[src/rtl/pwm_burst_pkg.sv]
package pwm_burst_pkg;

  // byte offsets of the registers
  localparam int OFS_CTRL   = 'h00;
  localparam int OFS_PERIOD = 'h04;
  localparam int OFS_DUTY   = 'h08;
  localparam int OFS_COUNT  = 'h0C;
  localparam int OFS_IEN    = 'h10;
  localparam int OFS_IMASK  = 'h14;
  localparam int OFS_ICLR   = 'h18;
  localparam int OFS_STATUS = 'h1C;

  // bit positions
  localparam int CTRL_EN_BIT  = 0;
  localparam int ICLR_BIT     = 0;
  localparam int STAT_PEND_BIT = 0;
  localparam int STAT_DONE_BIT = 1;

  typedef enum logic [3:0] {
    SEL_NONE,
    SEL_CTRL,
    SEL_PERIOD,
    SEL_DUTY,
    SEL_COUNT,
    SEL_IEN,
    SEL_IMASK,
    SEL_ICLR,
    SEL_STATUS
  } reg_sel_e;

endpackage

[src/rtl/pwm_burst_regs.sv]
module pwm_burst_regs
  import pwm_burst_pkg::*;
#(
  parameter int ADDR_W = 5,
  parameter int DW     = 32,
  parameter int PW     = 32,
  parameter int CW     = 32
) (
  input  logic              clk,
  input  logic              rst_n,
  input  logic              cs_i,
  input  logic              we_i,
  input  logic [ADDR_W-1:0] addr_i,
  input  logic [DW-1:0]     wdata_i,
  output logic [DW-1:0]     rdata_o,
  input  logic              pend_i,
  input  logic              done_i,
  output logic              en_o,
  output logic              start_o,
  output logic              clr_o,
  output logic [PW-1:0]     period_o,
  output logic [PW-1:0]     duty_o,
  output logic [CW-1:0]     count_o,
  output logic              ien_o,
  output logic              imask_o
);

  function automatic reg_sel_e decode(input logic [ADDR_W-1:0] a);
    case (32'(a))
      OFS_CTRL:   return SEL_CTRL;
      OFS_PERIOD: return SEL_PERIOD;
      OFS_DUTY:   return SEL_DUTY;
      OFS_COUNT:  return SEL_COUNT;
      OFS_IEN:    return SEL_IEN;
      OFS_IMASK:  return SEL_IMASK;
      OFS_ICLR:   return SEL_ICLR;
      OFS_STATUS: return SEL_STATUS;
      default:    return SEL_NONE;
    endcase
  endfunction

  reg_sel_e sel;
  logic     wr_evt;
  logic     rd_evt;
  logic     en_q;
  logic [PW-1:0] period_q;
  logic [PW-1:0] duty_q;
  logic [CW-1:0] count_q;
  logic     ien_q;
  logic     imask_q;

  assign sel    = decode(addr_i);
  assign wr_evt = cs_i && we_i;
  assign rd_evt = cs_i && !we_i;

  // enabling edge: a one written while the enable is clear
  assign start_o = wr_evt && (sel == SEL_CTRL) && wdata_i[CTRL_EN_BIT] && !en_q;
  assign clr_o   = wr_evt && (sel == SEL_ICLR) && wdata_i[ICLR_BIT];

  always_ff @(posedge clk or negedge rst_n) begin
    if (!rst_n) begin
      en_q     <= 1'b0;
      period_q <= '0;
      duty_q   <= '0;
      count_q  <= '0;
      ien_q    <= 1'b0;
      imask_q  <= 1'b0;
    end else if (wr_evt) begin
      case (sel)
        SEL_CTRL:   en_q     <= wdata_i[CTRL_EN_BIT];
        SEL_PERIOD: period_q <= wdata_i[PW-1:0];
        SEL_DUTY:   duty_q   <= wdata_i[PW-1:0];
        SEL_COUNT:  count_q  <= wdata_i[CW-1:0];
        SEL_IEN:    ien_q    <= wdata_i[0];
        SEL_IMASK:  imask_q  <= wdata_i[0];
        default:    ;
      endcase
    end
  end

  always_comb begin
    rdata_o = '0;
    if (rd_evt) begin
      case (sel)
        SEL_CTRL:   rdata_o[CTRL_EN_BIT] = en_q;
        SEL_PERIOD: rdata_o = DW'(period_q);
        SEL_DUTY:   rdata_o = DW'(duty_q);
        SEL_COUNT:  rdata_o = DW'(count_q);
        SEL_IEN:    rdata_o[0] = ien_q;
        SEL_IMASK:  rdata_o[0] = imask_q;
        SEL_STATUS: begin
          rdata_o[STAT_PEND_BIT] = pend_i;
          rdata_o[STAT_DONE_BIT] = done_i;
        end
        default:    rdata_o = '0;
      endcase
    end
  end

  assign en_o     = en_q;
  assign period_o = period_q;
  assign duty_o   = duty_q;
  assign count_o  = count_q;
  assign ien_o    = ien_q;
  assign imask_o  = imask_q;


  start_sets_enable_chk: assert property (@(posedge clk) disable iff (!rst_n)
    start_o |=> en_q);


  idle_bus_quiet_chk: assert property (@(posedge clk) disable iff (!rst_n)
    !cs_i |-> (rdata_o == '0));

endmodule

[src/rtl/pwm_wave_core.sv]
module pwm_wave_core #(
  parameter int PW = 32,
  parameter int CW = 32
) (
  input  logic          clk,
  input  logic          rst_n,
  input  logic          en_i,
  input  logic          start_i,
  input  logic [PW-1:0] period_i,
  input  logic [PW-1:0] duty_i,
  input  logic [CW-1:0] count_i,
  output logic          pwm_o,
  output logic          burst_end_o,
  output logic          done_o
);

  // period of zero behaves as a one-cycle period
  function automatic logic [PW-1:0] eff_period(input logic [PW-1:0] p);
    return (p == '0) ? PW'(1) : p;
  endfunction

  // output level for a given phase
  function automatic logic level_at(input logic [PW-1:0] phase, input logic [PW-1:0] high_time);
    return phase < high_time;
  endfunction

  // true when finishing one more wave reaches the target
  function automatic logic burst_reached(input logic [CW-1:0] waves_done, input logic [CW-1:0] target);
    return (target != '0) && ((waves_done + CW'(1)) >= target);
  endfunction

  logic [PW-1:0] ph_q;
  logic [PW-1:0] per_act_q;
  logic [PW-1:0] duty_act_q;
  logic [CW-1:0] wv_q;
  logic          done_q;
  logic          running;
  logic          wave_end;
  logic          burst_end;

  assign running   = en_i && !done_q;
  assign wave_end  = running && (ph_q == (eff_period(per_act_q) - PW'(1)));
  assign burst_end = wave_end && burst_reached(wv_q, count_i);

  always_ff @(posedge clk or negedge rst_n) begin
    if (!rst_n) begin
      ph_q       <= '0;
      per_act_q  <= '0;
      duty_act_q <= '0;
      wv_q       <= '0;
      done_q     <= 1'b0;
    end else if (start_i) begin
      ph_q       <= '0;
      wv_q       <= '0;
      done_q     <= 1'b0;
      per_act_q  <= period_i;
      duty_act_q <= duty_i;
    end else if (!en_i) begin
      ph_q <= '0;
      wv_q <= '0;
    end else if (wave_end) begin
      ph_q       <= '0;
      wv_q       <= wv_q + CW'(1);
      per_act_q  <= period_i;
      duty_act_q <= duty_i;
      if (burst_end) done_q <= 1'b1;
    end else if (running) begin
      ph_q <= ph_q + PW'(1);
    end
  end

  assign pwm_o       = running && level_at(ph_q, duty_act_q);
  assign burst_end_o = burst_end;
  assign done_o      = done_q;


  phase_bound_chk: assert property (@(posedge clk) disable iff (!rst_n)
    running |-> (ph_q < eff_period(per_act_q)));


  off_quiet_chk: assert property (@(posedge clk) disable iff (!rst_n)
    !en_i |-> !pwm_o);


  burst_done_chk: assert property (@(posedge clk) disable iff (!rst_n)
    (burst_end && !start_i) |=> (done_q && !pwm_o));


  endless_chk: assert property (@(posedge clk) disable iff (!rst_n)
    (count_i == '0) |-> !burst_end);


  shadow_hold_chk: assert property (@(posedge clk) disable iff (!rst_n)
    (running && !wave_end && !start_i) |=> ($stable(per_act_q) && $stable(duty_act_q)));

endmodule

[src/rtl/pwm_irq_ctrl.sv]
module pwm_irq_ctrl (
  input  logic clk,
  input  logic rst_n,
  input  logic set_i,
  input  logic clr_i,
  input  logic ien_i,
  input  logic imask_i,
  output logic pend_o,
  output logic irq_o
);

  logic pend_q;

  // a completion in the same cycle as a clear keeps the flag
  always_ff @(posedge clk or negedge rst_n) begin
    if (!rst_n)     pend_q <= 1'b0;
    else if (set_i) pend_q <= 1'b1;
    else if (clr_i) pend_q <= 1'b0;
  end

  assign pend_o = pend_q;
  assign irq_o  = pend_q && ien_i && !imask_i;


  pend_set_wins_chk: assert property (@(posedge clk) disable iff (!rst_n)
    set_i |=> pend_q);


  pend_clear_chk: assert property (@(posedge clk) disable iff (!rst_n)
    (clr_i && !set_i) |=> !pend_q);


  irq_masked_quiet_chk: assert property (@(posedge clk) disable iff (!rst_n)
    (imask_i || !ien_i) |-> !irq_o);

endmodule

[src/rtl/pwm_burst_gen.sv]
module pwm_burst_gen #(
  parameter int ADDR_W = 5,
  parameter int DW     = 32,
  parameter int PW     = 32,
  parameter int CW     = 32
) (
  input  logic              clk,
  input  logic              rst_n,
  input  logic              bus_cs,
  input  logic              bus_we,
  input  logic [ADDR_W-1:0] bus_addr,
  input  logic [DW-1:0]     bus_wdata,
  output logic [DW-1:0]     bus_rdata,
  output logic              pwm_out,
  output logic              irq_req
);

  logic          en;
  logic          start;
  logic          clr;
  logic [PW-1:0] period;
  logic [PW-1:0] duty;
  logic [CW-1:0] count;
  logic          ien;
  logic          imask;
  logic          pend;
  logic          done;
  logic          burst_end;

  pwm_burst_regs #(
    .ADDR_W(ADDR_W), .DW(DW), .PW(PW), .CW(CW)
  ) regs_i (
    .clk      (clk),
    .rst_n    (rst_n),
    .cs_i     (bus_cs),
    .we_i     (bus_we),
    .addr_i   (bus_addr),
    .wdata_i  (bus_wdata),
    .rdata_o  (bus_rdata),
    .pend_i   (pend),
    .done_i   (done),
    .en_o     (en),
    .start_o  (start),
    .clr_o    (clr),
    .period_o (period),
    .duty_o   (duty),
    .count_o  (count),
    .ien_o    (ien),
    .imask_o  (imask)
  );

  pwm_wave_core #(
    .PW(PW), .CW(CW)
  ) core_i (
    .clk         (clk),
    .rst_n       (rst_n),
    .en_i        (en),
    .start_i     (start),
    .period_i    (period),
    .duty_i      (duty),
    .count_i     (count),
    .pwm_o       (pwm_out),
    .burst_end_o (burst_end),
    .done_o      (done)
  );

  pwm_irq_ctrl irq_i (
    .clk     (clk),
    .rst_n   (rst_n),
    .set_i   (burst_end),
    .clr_i   (clr),
    .ien_i   (ien),
    .imask_i (imask),
    .pend_o  (pend),
    .irq_o   (irq_req)
  );


  done_after_end_chk: assert property (@(posedge clk) disable iff (!rst_n)
    $rose(done) |-> pend);

endmodule

[config.mk]
export PLATFORM = sky130hd
export DESIGN_NAME = pwm_burst_gen
export DESIGN_NICKNAME = d
export VERILOG_FILES = /design/src/rtl/pwm_burst_pkg.sv /design/src/rtl/pwm_burst_regs.sv /design/src/rtl/pwm_wave_core.sv /design/src/rtl/pwm_irq_ctrl.sv /design/src/rtl/pwm_burst_gen.sv
export SDC_FILE = /design/constraint.sdc
export NUM_CORES = 1
export LEC_CHECK = 0
export CORE_MARGIN = 8
export CORE_UTILIZATION = 66
export DETAILED_ROUTE_END_ITERATION = 8
export GPL_TIMING_DRIVEN = 0
export PLACE_DENSITY = 0.87
export SETUP_SLACK_MARGIN = 0.4
export SLEW_MARGIN = 20
export SYNTH_ARGS = -nofsm -noshare
export SYNTH_HDL_FRONTEND = slang
export SYNTH_SLANG_ARGS = --single-unit
[constraint.sdc]
create_clock -name clk -period 12.9 [get_ports clk]
set_clock_uncertainty 0.1 [all_clocks]
set_input_delay 3.87 -clock clk [delete_from_list [all_inputs] [get_ports clk]]
set_output_delay 3.87 -clock clk [all_outputs]
set_load 0.005 [all_outputs]
==> impl_metrics.py <==
metrics = {
    "routing": {
        "drtPass1Iterations": 5,
        "via_count": 11180,
        "drt_first_iter_violations": 1044,
        "wl_met2_um": 19310,
        "wl_per_cell_um": 23.32,
        "wl_met3_um": 2985,
        "drt-total-wl_um": 40060,
        "drtAntennaViolNets": 0,
        "route.detailed.drc": 0,
        "vias_per_cell": 6.506,
        "top_layer_used": "met4",
        "wl_met1_um": 15660,
    },
    "global_routing": {
        "grt_pass1_wl_um": 63280,
        "grt.overflow.total": 0,
        "first_global_vias": 11500,
        "grt_start_max_net_pins": 105,
        "antenna_found_initial": 0,
        "grt_use_total": 0.3085,
    },
    "logic_synthesis": {
        "synth.cell_area_um2": 13640,
        "netlist_instances": 1328,
        "ys_warn_count": 0,
        "yosysSeqAreaShare": 0.4200,
        "synth_top_area_frac": 0.4200,
        "synth_enable_flop_cells": 0,
        "synth_top_area_cell": "dfrtp_1",
        "synth-seq-cells": 229,
        "ys.flop_type": "dfrtp_1",
        "synthTopCellsByArea": "dfrtp_1 42%, mux2_2 8.4%, mux2_4 6.6%",
        "async_reset_ff_frac": 1.000,
        "avgSynthCellArea_um2": 10.27,
        "synth_nets": 1435,
        "ys_types": 66,
    },
    "worst_setup_path": {
        "cp_slowest_stage_delay_ps": 590,
        "cp-start-kind": "primary input",
        "cp-end-kind": "primary output",
        "critPathRequiredTime_ps": 8930,
        "path_max_fanout": 10,
        "crit_top_cell": "clkdlybuf4s50_1",
        "arrival_ps": 6720,
        "cp_slowest_cell": "clkdlybuf4s50_1",
        "path_class": "in2out",
        "crit_path_cell_trace": "clkdlybuf4s50_1 -> buf_1 -> clkbuf_1 -> mux2_2 -> a22oi_1 -> nor2_1 -> clkdlybuf4s50_1",
    },
    "outcome": {
        "status": "complete, no violations",
    },
    "layout": {
        "diodes": 0,
        "regArea_um2": 5731,
        "area_delta_synth_final_pct": 14.79,
        "final_common_cell": "dfrtp_1",
        "fin_nets": 1538,
        "mostFrequentLayoutCells": "229 x dfrtp_1, 102 x mux2_2, 101 x nor2_1",
        "drive_above_1_share": 0.1526,
        "multi_input_comb_area_um2": 7308,
        "fillers": 1312,
    },
    "placed_design": {
        "port_buffers": 73,
        "dpl.hpwl_um": 29440,
        "place_congestion": 0.9570,
    },
    "power_and_ir_drop": {
        "power.leakage_nw": 7.611,
        "ir_worst_vdd_mv": 0.1007,
        "p_per_area_nw_per_um2": 127.2,
    },
    "cts": {
        "insertion_delay_ps": 550,
        "post_cts_resized": 0,
        "cts_htree_levels": 1,
        "cts.sinks": 229,
        "clk_root_buffer_cell": "clkbuf_16",
        "postCtsHoldBufs": 0,
        "clk_pin_slew_ps": 70,
        "clockBufferDepth": 3,
        "numCtsBuffers": 26,
        "cts_tree": "built",
        "cts_setup_buffers": 0,
    },
    "die": {
        "fp.dieH_um": 159.8,
        "die_x_um": 159.8,
        "core_um2": 20230,
        "ios": 75,
        "rows": 52,
        "initial_core_util": 0.6743,
        "die_area_um2": 25530,
    },
    "timing": {
        "fin_crit_sh": 0.8285,
        "timing.hold.ws_ps": 414.3,
        "tns_ps": 0,
        "slew-limit-headroom": 0.1786,
        "setup_viol": 0,
        "slew_violations": 0,
        "rsz0062_at_grt": "no",
        "fin_crit_ps": 10690,
        "fmax_mhz": 93.57,
        "final_hold_viol_count": 0,
        "tightest_slew_ps": 1225,
    },
    "job": {
        "timing.max_cap.violations": 0,
    },
    "min_path": {
        "min_path_type": "reg2reg",
    },
}
[synth_stat cells (all sizes together), types with 3 or more instances]
library cell    n
inv            77
o21ai          70
o31a            3
buf            15
and3b           3
xor2           40
a2111oi         5
nor3b           5
o22ai           4
o311ai          3
nor4           28
and2            4
nand4          30
a22oi          32
a21oi          25
and4            4
a21boi          4
nand2b         11
a21o           48
clkbuf         56
ha             66
o2111ai         4
xnor2          52
nand2          76
nor3           19
and3           37
mux2i           5
a211oi          6
nor2          101
mux2          162
nor2b          15
dfrtp         229
or4             9
o21a            3
o31ai           3
nand3          34
or3             9
[cell families after synthesis]
| kind of cell | after synthesis | synth area share |
|---|---|---|
| and+or+nand+nor | 397 | 0.1498 |
| AOI/OAI and AO/OA | 229 | 0.1119 |
| DFF | 229 | 0.4200 |
| muxes | 167 | 0.1539 |
| buffers and inverters | 148 | 0.04485 |
| xor gates and xnor gates | 92 | 0.05906 |
| adders and majority gates | 66 | 0.06053 |
[routing by layer]
metal	track usage	vias to the layer above
met5	0	-
met4	0.1508	0
met3	0.05090	152
met2	0.5188	568
met1	0.3814	5494
li1	-	4963
[worst paths after layout]
| kind | cells after the start | slack (ps) | start | endpoint |
|---|---|---|---|---|
| max | 7 | 2210 | bus_addr[3] | bus_rdata[5] |
| min | 2 | 410 | regs_i.ien_o$_DFFE_PN0P_ | regs_i.ien_o$_DFFE_PN0P_ |
| max reg2reg | 17 | 5890 | core_i.per_act_q[9]$_DFFE_PN0P_ | core_i.ph_q[15]$_DFFE_PN0P_ |
| min reg2reg | 2 | 410 | regs_i.ien_o$_DFFE_PN0P_ | regs_i.ien_o$_DFFE_PN0P_ |
| max in group asynchronous | 3 | 8330 | rst_n | regs_i.duty_o[4]$_DFFE_PN0P_ |
| min in group asynchronous | 1 | 3140 | rst_n | core_i.ph_q[25]$_DFFE_PN0P_ |
[power breakdown]
| part | switching, W | total (W) | internal [W] |
|---|---|---|---|
| Combinational | 0.000214 | 0.000383 | 0.000169 |
| Clock | 0.000303 | 0.000771 | 0.000468 |
| Sequential | 0.0000641 | 0.000838 | 0.000774 |
[registers in the layout, summed over array words and instances (netlist names)]
register / flops
core_i.done_o: 1
irq_i.pend_o: 1
regs_i.count_o: 32
regs_i.en_o: 1
core_i.per_act_q: 32
regs_i.imask_o: 1
core_i.ph_q: 32
core_i.duty_act_q: 32
core_i.wv_q: 32
regs_i.period_o: 32
regs_i.ien_o: 1
regs_i.duty_o: 32
[per-stage QoR]
| step | cells | utilization | instance area (um2) | setup slack, ps | power [W] |
|---|---|---|---|---|---|
| 4_1_cts | 1718 | 0.7737 | 15660 | 2299 | 0.001986 |
| 5_1_grt | 1718 | 0.7740 | 15660 | 2123 | 0.002061 |
| 6_report | 1718 | 0.7740 | 15660 | 2213 | 0.001992 |
| 3_5_place_dp | 1673 | 0.7301 | 14770 | 2335 | 0.001214 |
| 3_3_place_gp | 1671 | 0.7271 | 14710 | -1498 | 0.001198 |
| 2_1_floorplan | 1328 | - | 13640 | 3836 | 0.001076 |
[worst max-delay path: cells and delay by family]
kind	cells	cell delay, ps
multiplexers	1	420
AND/OR/NAND/NOR	1	70
AO/OA/AOI/OAI	1	250
buffers and inverters	4	2100
[area by class of cell]
type / count / area share
Timing Repair Buffer: 75 / 0.05049
Clock inverter: 9 / 0.01047
Clock buffer: 36 / 0.04586
Multi-Input combinational cell: 951 / 0.4666
Sequential cell: 229 / 0.3659
Buffer: 71 / 0.02061
Tap cell: 270 / 0.02157
Inverter: 77 / 0.01845
No activity file was read; power rests on OpenSTA's default activity.
